==> src/rtl/syn_pkg.sv <==
package syn_pkg;

  localparam int GF_M = 13;
  localparam logic [GF_M:0] GF_POLY = 14'h201B;

  function automatic logic [GF_M-1:0] gf_xtime(input logic [GF_M-1:0] a);
    logic [GF_M-1:0] r;
    r = {a[GF_M-2:0], 1'b0};
    if (a[GF_M-1]) r = r ^ GF_POLY[GF_M-1:0];
    return r;
  endfunction

  function automatic logic [GF_M-1:0] gf_xtime_n(input logic [GF_M-1:0] a, input int n);
    logic [GF_M-1:0] r;
    r = a;
    for (int s = 0; s < n; s++) r = gf_xtime(r);
    return r;
  endfunction

  // Squaring is linear over GF(2): spread the bits to even positions, then reduce.
  function automatic logic [GF_M-1:0] gf_square(input logic [GF_M-1:0] a);
    logic [2*GF_M-2:0] p;
    p = '0;
    for (int i = 0; i < GF_M; i++) p[2*i] = a[i];
    for (int i = 2*GF_M-2; i >= GF_M; i--) begin
      if (p[i]) p[i-GF_M +: GF_M+1] = p[i-GF_M +: GF_M+1] ^ GF_POLY;
    end
    return p[GF_M-1:0];
  endfunction

  function automatic int cap_to_t(input logic [2:0] code);
    case (code)
      3'd0:    return 2;
      3'd1:    return 4;
      3'd2:    return 8;
      3'd3:    return 12;
      default: return 24;
    endcase
  endfunction

endpackage

==> src/rtl/syn_ctrl.sv <==
module syn_ctrl #(
  parameter int TMAX = 24,
  parameter int KW   = $clog2(TMAX + 1)
) (
  input  logic          clk,
  input  logic          rst,
  input  logic          start_i,
  input  logic [2:0]    cap_code_i,
  output logic          busy_o,
  output logic          done_o,
  output logic          load_o,
  output logic          odd_o,
  output logic          even_o,
  output logic [KW-1:0] k_o,
  output logic [KW-1:0] t_o
);
  import syn_pkg::*;

  typedef enum logic [1:0] {ST_IDLE, ST_ODD, ST_EVEN} phase_e;

  phase_e        state_q;
  logic [KW-1:0] k_q;
  logic [KW-1:0] t_q;
  logic          done_q;
  logic [KW-1:0] t_sel;

  always_comb begin
    int tv;
    tv = cap_to_t(cap_code_i);
    if (tv > TMAX) tv = TMAX;
    t_sel = KW'(tv);
  end

  assign load_o = start_i && (state_q == ST_IDLE);

  always_ff @(posedge clk) begin
    if (rst) begin
      state_q <= ST_IDLE;
      k_q     <= '0;
      t_q     <= '0;
      done_q  <= 1'b0;
    end else begin
      done_q <= 1'b0;
      case (state_q)
        ST_IDLE: begin
          if (start_i) begin
            state_q <= ST_ODD;
            k_q     <= '0;
            t_q     <= t_sel;
          end
        end
        ST_ODD: begin
          if (k_q == t_q - KW'(1)) begin
            state_q <= ST_EVEN;
            k_q     <= KW'(1);
          end else begin
            k_q <= k_q + KW'(1);
          end
        end
        ST_EVEN: begin
          if (k_q == t_q) begin
            state_q <= ST_IDLE;
            done_q  <= 1'b1;
            k_q     <= '0;
          end else begin
            k_q <= k_q + KW'(1);
          end
        end
        default: state_q <= ST_IDLE;
      endcase
    end
  end

  assign busy_o = (state_q != ST_IDLE);
  assign done_o = done_q;
  assign odd_o  = (state_q == ST_ODD);
  assign even_o = (state_q == ST_EVEN);
  assign k_o    = k_q;
  assign t_o    = t_q;

  // completion is a single-cycle pulse
  p_done_pulse_r7: assert property (@(posedge clk) disable iff (rst) done_o |=> !done_o);

  // busy only drops together with a completion pulse
  p_busy_fall_r7: assert property (@(posedge clk) disable iff (rst) $fell(busy_o) |-> done_o);

  // odd evaluation never runs past the selected capability
  p_odd_range_r2: assert property (@(posedge clk) disable iff (rst) odd_o |-> (k_o < t_o));

  // capability is frozen for the whole job, whatever start does
  p_cap_frozen_r8: assert property (@(posedge clk) disable iff (rst)
    (busy_o && $past(busy_o)) |-> $stable(t_o));

endmodule

==> src/rtl/syn_odd_eval.sv <==
module syn_odd_eval #(
  parameter int M = syn_pkg::GF_M
) (
  input  logic         clk,
  input  logic         rst,
  input  logic         load_i,
  input  logic         step_i,
  input  logic [M-1:0] rem_i,
  output logic [M-1:0] val_o
);
  import syn_pkg::*;

  // pw_q[j] holds alpha^(i*j) for the odd index i being evaluated
  logic [M-1:0] pw_q [M];

  for (genvar j = 0; j < M; j++) begin : g_pow
    always_ff @(posedge clk) begin
      if (rst || load_i) begin
        pw_q[j] <= {{(M-1){1'b0}}, 1'b1} << j;
      end else if (step_i) begin
        pw_q[j] <= gf_xtime_n(pw_q[j], 2 * j);
      end
    end
  end

  always_comb begin
    val_o = '0;
    for (int j = 0; j < M; j++) begin
      if (rem_i[j]) val_o = val_o ^ pw_q[j];
    end
  end

  // the bit-0 term is alpha^0 for every odd index
  p_unit_power_r4: assert property (@(posedge clk) disable iff (rst)
    step_i |-> (pw_q[0] == {{(M-1){1'b0}}, 1'b1}));

endmodule

==> src/rtl/syn_store.sv <==
module syn_store #(
  parameter int M  = syn_pkg::GF_M,
  parameter int NS = 48,
  parameter int AW = $clog2(NS)
) (
  input  logic            clk,
  input  logic            rst,
  input  logic            clear_i,
  input  logic            wr_en_i,
  input  logic [AW-1:0]   wr_addr_i,
  input  logic [M-1:0]    wr_data_i,
  input  logic [AW-1:0]   rd_addr_i,
  output logic [M-1:0]    rd_data_o,
  output logic [NS*M-1:0] all_o
);

  logic [M-1:0] mem_q [NS];

  always_ff @(posedge clk) begin
    if (rst || clear_i) begin
      for (int e = 0; e < NS; e++) mem_q[e] <= '0;
    end else if (wr_en_i) begin
      mem_q[wr_addr_i] <= wr_data_i;
    end
  end

  assign rd_data_o = (int'(rd_addr_i) < NS) ? mem_q[rd_addr_i] : '0;

  for (genvar e = 0; e < NS; e++) begin : g_out
    assign all_o[e*M +: M] = mem_q[e];
  end

  // every write lands inside the syndrome array
  p_wr_range_r10: assert property (@(posedge clk) disable iff (rst)
    wr_en_i |-> (int'(wr_addr_i) < NS));

endmodule

==> src/rtl/bch_syndrome_expander.sv <==
module bch_syndrome_expander #(
  parameter  int TMAX = 24,
  parameter  int RW   = 16,
  parameter  int WW   = 32,
  parameter  int M    = syn_pkg::GF_M,
  localparam int NW   = (TMAX * RW + WW - 1) / WW,
  localparam int NS   = 2 * TMAX
) (
  input  logic             clk,
  input  logic             rst,
  input  logic             start_i,
  input  logic [2:0]       cap_code_i,
  input  logic [NW*WW-1:0] rem_image_i,
  output logic             busy_o,
  output logic             done_o,
  output logic [NS*M-1:0]  syndromes_o
);
  import syn_pkg::*;

  localparam int KW = $clog2(TMAX + 1);
  localparam int AW = $clog2(NS);

  logic          load, odd, even;
  logic [KW-1:0] k, t;
  logic [M-1:0]  rem_q [TMAX];
  logic [M-1:0]  rem_cur;
  logic [M-1:0]  odd_val;
  logic [AW-1:0] wr_addr, rd_addr;
  logic [M-1:0]  wr_data, rd_data;
  logic          tail_nz;

  syn_ctrl #(.TMAX(TMAX), .KW(KW)) u_ctrl (
    .clk(clk), .rst(rst), .start_i(start_i), .cap_code_i(cap_code_i),
    .busy_o(busy_o), .done_o(done_o), .load_o(load), .odd_o(odd),
    .even_o(even), .k_o(k), .t_o(t)
  );

  // Keep only the field-width bits of each remainder, captured at job start
  always_ff @(posedge clk) begin
    if (rst) begin
      for (int i = 0; i < TMAX; i++) rem_q[i] <= '0;
    end else if (load) begin
      for (int i = 0; i < TMAX; i++) rem_q[i] <= rem_image_i[i*RW +: M];
    end
  end

  assign rem_cur = (int'(k) < TMAX) ? rem_q[k] : '0;

  syn_odd_eval #(.M(M)) u_odd (
    .clk(clk), .rst(rst), .load_i(load), .step_i(odd),
    .rem_i(rem_cur), .val_o(odd_val)
  );

  always_comb begin
    wr_addr = '0;
    wr_data = '0;
    rd_addr = AW'(int'(k) - 1);
    if (odd) begin
      wr_addr = AW'(2 * int'(k));
      wr_data = odd_val;
    end else if (even) begin
      wr_addr = AW'(2 * int'(k) - 1);
      wr_data = gf_square(rd_data);
    end
  end

  syn_store #(.M(M), .NS(NS), .AW(AW)) u_store (
    .clk(clk), .rst(rst), .clear_i(load), .wr_en_i(odd || even),
    .wr_addr_i(wr_addr), .wr_data_i(wr_data), .rd_addr_i(rd_addr),
    .rd_data_o(rd_data), .all_o(syndromes_o)
  );

  always_comb begin
    tail_nz = 1'b0;
    for (int e = 0; e < NS; e++) begin
      if ((e >= 2 * int'(t)) && (syndromes_o[e*M +: M] != '0)) tail_nz = 1'b1;
    end
  end

  // nothing above index 2t survives to completion
  p_tail_zero_r6: assert property (@(posedge clk) disable iff (rst) done_o |-> !tail_nz);

endmodule

==> config.mk <==
export PLATFORM = sky130hd
export DESIGN_NAME = bch_syndrome_expander
export DESIGN_NICKNAME = d
export VERILOG_FILES = /design/src/rtl/syn_pkg.sv /design/src/rtl/syn_ctrl.sv /design/src/rtl/syn_odd_eval.sv /design/src/rtl/syn_store.sv /design/src/rtl/bch_syndrome_expander.sv
export SDC_FILE = /design/constraint.sdc
export NUM_CORES = 2
export LEC_CHECK = 0
export BUFFER_PORTS_ARGS = -buffer_cell sky130_fd_sc_hd__buf_2
export CORE_AREA = 2 2 397 399
export DETAILED_ROUTE_END_ITERATION = 12
export DIE_AREA = 0 0 399 401
export SLEW_MARGIN = 20
export SYNTH_ARGS = -nofsm -noshare
export SYNTH_HDL_FRONTEND = slang
export SYNTH_SLANG_ARGS = --single-unit
==> constraint.sdc <==
create_clock -name clk -period 11 [get_ports clk]
set_clock_uncertainty 0.15 [all_clocks]
set_input_delay 0.55 -clock clk [delete_from_list [all_inputs] [get_ports clk]]
set_output_delay 0.55 -clock clk [all_outputs]
set_load 0.02 [all_outputs]
# Word-level counts from Yosys, hierarchy flattened
# Memory sizes are Yosys's and may differ from the RTL's. A register that Yosys moved wholly into a read port is not among the register bits.
# Index checks and enable logic that the tools add are counted.
op_classes:
  n_addsub: 4
  magnitude_cmp: 3
  eq_ne: 10
  mux: 587
  bitwise: 218
  n_reduce_logical: 12
op_table:
  columns: ["cell", "n"]
  rows:
  - ["$mux 13", 389]
  - ["$mux 5", 174]
  - ["$not 4->4", 167]
  - ["$xor 13x13->13", 12]
  - ["$or 1x1->1", 37]
  - ["$pmux 5 s4", 1]
  - ["$mux 6", 3]
  - ["$mux 1", 15]
  - ["$pmux 5 s3", 1]
  - ["$reduce_or 13->1", 1]
  - ["$eq 5x5->1", 2]
  - ["$eq 3x2->1 const B", 2]
  - ["$lt 6x6->1 const B", 1]
  - ["$mux 2", 3]
  - ["$pmux 2 s3", 1]
  - ["$sub 5x1->6 const B", 1]
  - ["$sub 6x1->6 const B", 1]
  - ["$add 5x1->5 const B", 1]
  - ["$gt 5x5->1 const B", 1]
  - ["$lt 5x5->1 const B", 1]
  - ["$sub 5x1->5 const B", 1]
  - ["$ne 2x1->1 const B", 2]
  - ["$not 3->4", 1]
  - ["$reduce_and 2->1", 2]
  - ["13 further kinds", 14]
totals:
  reg_bits: 13
  ram_bits: 1105
  input_bits: 390
  word_cells: 841
  n_memories: 3
memory_table:
  columns: ["name", "words", "word_bits", "rd", "rd_clocked_by_memory_dff", "wr", "line_no", "text"]
  rows:
  - ["u_store.mem_q", 48, 13, 49, 0, 48, "syn_store.sv:17", "logic [M-1:0] mem_q [NS];"]
  - ["rem_q", 24, 13, 1, 1, 24, "bch_syndrome_expander.sv:25", "logic [M-1:0] rem_q [TMAX];"]
  - ["u_odd.pw_q", 13, 13, 13, 0, 13, "syn_odd_eval.sv:14", "logic [M-1:0] pw_q [M];"]

# Logic depth before layout (Yosys ltp)
# An unclocked memory read counts as a cell.
depth:
  ltp_word: 98
  mapped_depth: 20

# By module
# Synthesis repeated with hierarchy kept, for this count alone.
hier_totals:
  hier_cells: 3863
  hier_area_um2: 54214.5
modules_own_cells:
  columns: ["module", "n_inst", "cells_per_inst", "area_per_inst_um2", "seq_area_each_um2"]
  rows:
  - ["syn_store", 1, 1834, 28539.9, 18738.0]
  - ["bch_syndrome_expander", 1, 975, 14545.2, 9369.0]
  - ["syn_odd_eval", 1, 965, 10385.0, 4684.5]
  - ["syn_ctrl", 1, 89, 744.5, 240.2]

# Worst setup path before layout
# OpenSTA, ideal clock, no wires.
synth_path:
  path_type: "reg2reg"
  start: "register u_ctrl.state_q[0]"
  end: "memory u_odd.pw_q[12][5] in the netlist's numbering, data pin"
  setup_time_ns: 0.263
  arrival_ns: 7.499
  t_required_ns: 10.587
  slack_ns: 3.089
  path_stages_with_launch: 8
  synth_period_minus_slack_ns: 7.911
  path_cell_list: "dfxtp_1 > inv_1 > ha_1 > a21oi_1 > clkbuf_1 > inv_1 > nor2_1 > and2_1"
synth_lines:
  columns: ["item", "line_no", "text"]
  rows:
  - ["start: declaration", "syn_ctrl.sv:21", "phase_e state_q;"]
  - ["start signal: assignment", "syn_ctrl.sv:38", "state_q <= ST_IDLE;"]
  - ["start signal: assignment", "syn_ctrl.sv:47", "state_q <= ST_ODD;"]
  - ["start signal: assignment", "syn_ctrl.sv:54", "state_q <= ST_EVEN;"]
  - ["end: declaration", "syn_odd_eval.sv:14", null]

==> impl_metrics.csv <==
group,metric,value,unit
clock_network,cts_buffers,119,
setup_path,crit_cells,12,
yosys,synth_fa_ha_area_frac,0.00141,
placement,dp_hpwl,145000,microns
yosys,seq_area_frac_synth,0.627,
yosys,synth_cells,3869,
floorplanning,die_h,401,microns
setup_path,critPathCapture,"u_store.mem_q[37][4]$_SDFFCE_PN0P_",
layout,fillCellCount,14200,
timing,final_hold_viol_count,0,
yosys,syn_nets,4265,
setup_path,reg2reg_from,"u_ctrl.k_o[0]$_SDFFE_PP0P_",
yosys,synth_edf_count,1096,
timing,tightest_slew,1.21,ns
drt,drc_errors,0,
timing,slew_headroom,0.191,
yosys,async_reset_ff_frac,0,
drt,dr.first_iter.drc_count,4951,
grt,grt.total_usage,0.258,
setup_path,path_class,"flop to flop",
yosys,synth_commonest_cells,"edfxtp_1, nor2_1, o22ai_1",
yosys,synth_most_common_cell,"edfxtp_1",
layout,drive_gt1_frac,0.289,
drt,ant_nets,0,
setup_path,crit_start,"u_ctrl.k_o[0]$_SDFFE_PP0P_",
clock_network,cts.path.max_buffers,3,
timing,setup_violations,0,
grt,grt_pass1_wl,293000,microns
floorplanning,fp.dieW,399,microns
timing,finalCritPeriodShare,0.598,
yosys,yosys.area.top_type_share,0.620,
layout,nNetsFinal,5385,
setup_path,crit_required,11.30,ns
yosys,synth-main-ff-cell,"edfxtp_1",
setup_path,worstPathArrival,6.88,ns
floorplanning,core,0.156,sq mm
clock_network,cts-root-buf,"clkbuf_16",
layout,area_delta_synth_final,26.4,%
grt,antenna_found_initial,36,
setup_path,cp_cell_sequence,"inv_1 > ha_4 > buf_12 > mux4_2 > mux2i_1 > o221ai_1 > o311ai_2 > xor2_4 > buf_4 > xnor2_2 > buf_4 > o22ai_1",
worst_hold_path,hp-class,"input pin to flop",
yosys,synth_area_per_cell,13.7,sq um
power_and_ir_drop,ir_drop,0.452,mV
placement,io_buffers,943,
setup_path,r2r-end,"u_store.mem_q[37][4]$_SDFFCE_PN0P_",
power_and_ir_drop,powerDensity,213,mW/mm^2
grt,first_global_vias,38800,
power_and_ir_drop,finalPower,0.0143,W
setup_path,crit_fanout,84,
yosys,synthesis.area,0.0531,sq mm
placement,gp_congestion,0.912,
yosys,synth-compound-area-share,0.0564,
clock_network,htreeDepth,3,
drt,via_per_inst,5.50,
drt,wirelength,212000,microns
clock_network,cts_sinks,1113,
outcome,run_status,"finished clean",
setup_path,cpMostUsedCell,"buf_4",
clock_network,insertion_delay,0.82,ns
power_and_ir_drop,p_leak,26.1,nW
timing,period_needed,6.58,ns
setup_path,cp-end-kind,"flop",
timing,fmax,152,MHz
yosys,synth_top_family_by_area,"simple AND/OR/NAND/NOR gates",
setup_path,slowest_delay,0.86,ns
timing,holdWs,0.0659,ns
yosys,yosys-top-cells-area,"edfxtp_1, mux4_2, xnor2_1, o22ai_1, nor2_1",
setup_path,cp_top_family,"buffers and inverters",
floorplanning,start_util,0.341,
floorplanning,die_area,0.160,sq mm
grt,grt_max_degree,239,
setup_path,cp-start-kind,"flop",
timing,rsz0062_at_grt,"no",
setup_path,rrSetupSlack,4.42,ns
clock_network,clk_pin_slew,0.06,ns
timing,setup_tns,0,ns
yosys,synthSimpleGateAreaFrac,0.106,
yosys,synth_xor_xnor_area_share,0.0845,
grt,overflow,0,
yosys,yosysTopAreaCell,"edfxtp_1",
setup_path,crit_buf_inv,4,
setup_path,r2r_cells,12,
clock_network,post_cts_buffers,0,
flow_run,maxCapViolCount,0,
yosys,ys.warnings.count,0,
yosys,synth_seq_cells,1113,
yosys,synth_cell_types,62,
floorplanning,row_count,145,
yosys,synth_mux_area_frac,0.0950,
drt,firstDrtPassIters,5,
timing,drv_slew,0,
setup_path,cp_slowest_cell,"o311ai_2",
worst_hold_path,min-delay-start,"rem_image_i[261]",
drt,num_vias,39500,
drt,post_drt_wl_per_cell,29.5,microns
floorplanning,ioPinCount,1016,
clock_network,cts_tree,"done",
-- kinds of logic after synthesis --
family / count (synthesis)
compound gates: 470
xor+xnor: 448
fa+ha+maj: 6
buf+inv: 346
flops: 1113
mux: 274
simple gates: 1212
-- report_power, final --
part | switching (W) | internal (W) | total (W)
Combinational | 0.00314 | 0.00124 | 0.00439
Clock | 0.00186 | 0.00243 | 0.00429
Sequential | 0.000377 | 0.00523 | 0.00561
-- worst min-delay path by stage --
| stage | end | slack, ns | cells past startpoint |
|---|---|---|---|
| floorplan | u_ctrl.t_o[3]$_SDFFE_PP0P_ | 0.30 | 2 |
| global placement | u_ctrl.t_o[3]$_SDFFE_PP0P_ | 0.32 | 2 |
| detailed placement | u_ctrl.t_o[3]$_SDFFE_PP0P_ | 0.32 | 2 |
| CTS | rem_q[16][5]$_SDFFCE_PN0P_ | 0.001 | 2 |
| global route | rem_q[16][5]$_SDFFCE_PN0P_ | 0.03 | 2 |
| finish | rem_q[16][5]$_SDFFCE_PN0P_ | 0.07 | 2 |
-- sequential cells by signal (all words and copies together), names as in the netlist, named ones only --
signal          cells
u_store.mem_q     628
rem_q             312
u_ctrl.t_o          4
u_odd.pw_q        156
u_ctrl.k_o          5
u_ctrl.done_o       1
u_ctrl.state_q      2
-- metal layers --
metal  routed length [microns]  vias to the layer above  part of all wire  track usage
met5                        83                        -           0.00039            0
met4                      9200                       12             0.043        0.103
met3                     21500                      501              0.10       0.0623
met2                     96400                     2522              0.45        0.399
met1                     85000                    20000              0.40        0.348
li1                          -                    16500                 -            -
-- layout by cell type, fill, tap and decap left out, types with 23 or more instances in the layout --
master / instances
nor2b_1: 97
nand2_1: 310
buf_4: 73
mux4_2: 183
and2_1: 243
xnor2_1: 299
xor2_1: 95
edfxtp_1: 1096
clkinv_1: 28
xnor3_1: 23
buf_2: 942
a22oi_1: 24
diode_2: 31
dlygate4sd3_1: 309
o22ai_1: 314
nand3_1: 26
o21ai_0: 23
mux2i_1: 82
clkbuf_16: 119
nor2_1: 452
-- cell type report --
class                   count  area, sq um  share of cell area
diodes                     31         77.6             0.00116
repair buffers           1328         8430               0.126
multi-input cells        2410        18500               0.276
flip-flops and latches   1113        33300               0.496
clock buffers             139         3050              0.0455
well taps                2058         2570              0.0384
clock inverters            86         1080              0.0161
inverters                  17         71.3             0.00106
-- through the flow --
step | setup slack [ns] | cells | cell area (sq um) | utilization
after floorplan | 3.09 | 3869 | 53100 | -
after global placement | 4.60 | 6616 | 59700 | 0.384
after detailed placement | 4.64 | 6617 | 59700 | 0.384
after CTS | 4.62 | 7151 | 67000 | 0.430
after global routing | 4.34 | 7168 | 67000 | 0.431
final | 4.42 | 7182 | 67100 | 0.431
-- what timing repair did --
| item | 4_1_cts | 5_1_grt |
|---|---|---|
| setup endpoints to repair | 0 | 0 |
| hold endpoints to repair | 310 | 0 |
| hold buffers | 309 | 0 |
| resized for setup | 0 | 0 |
No activity file was read; power rests on OpenSTA's default activity.
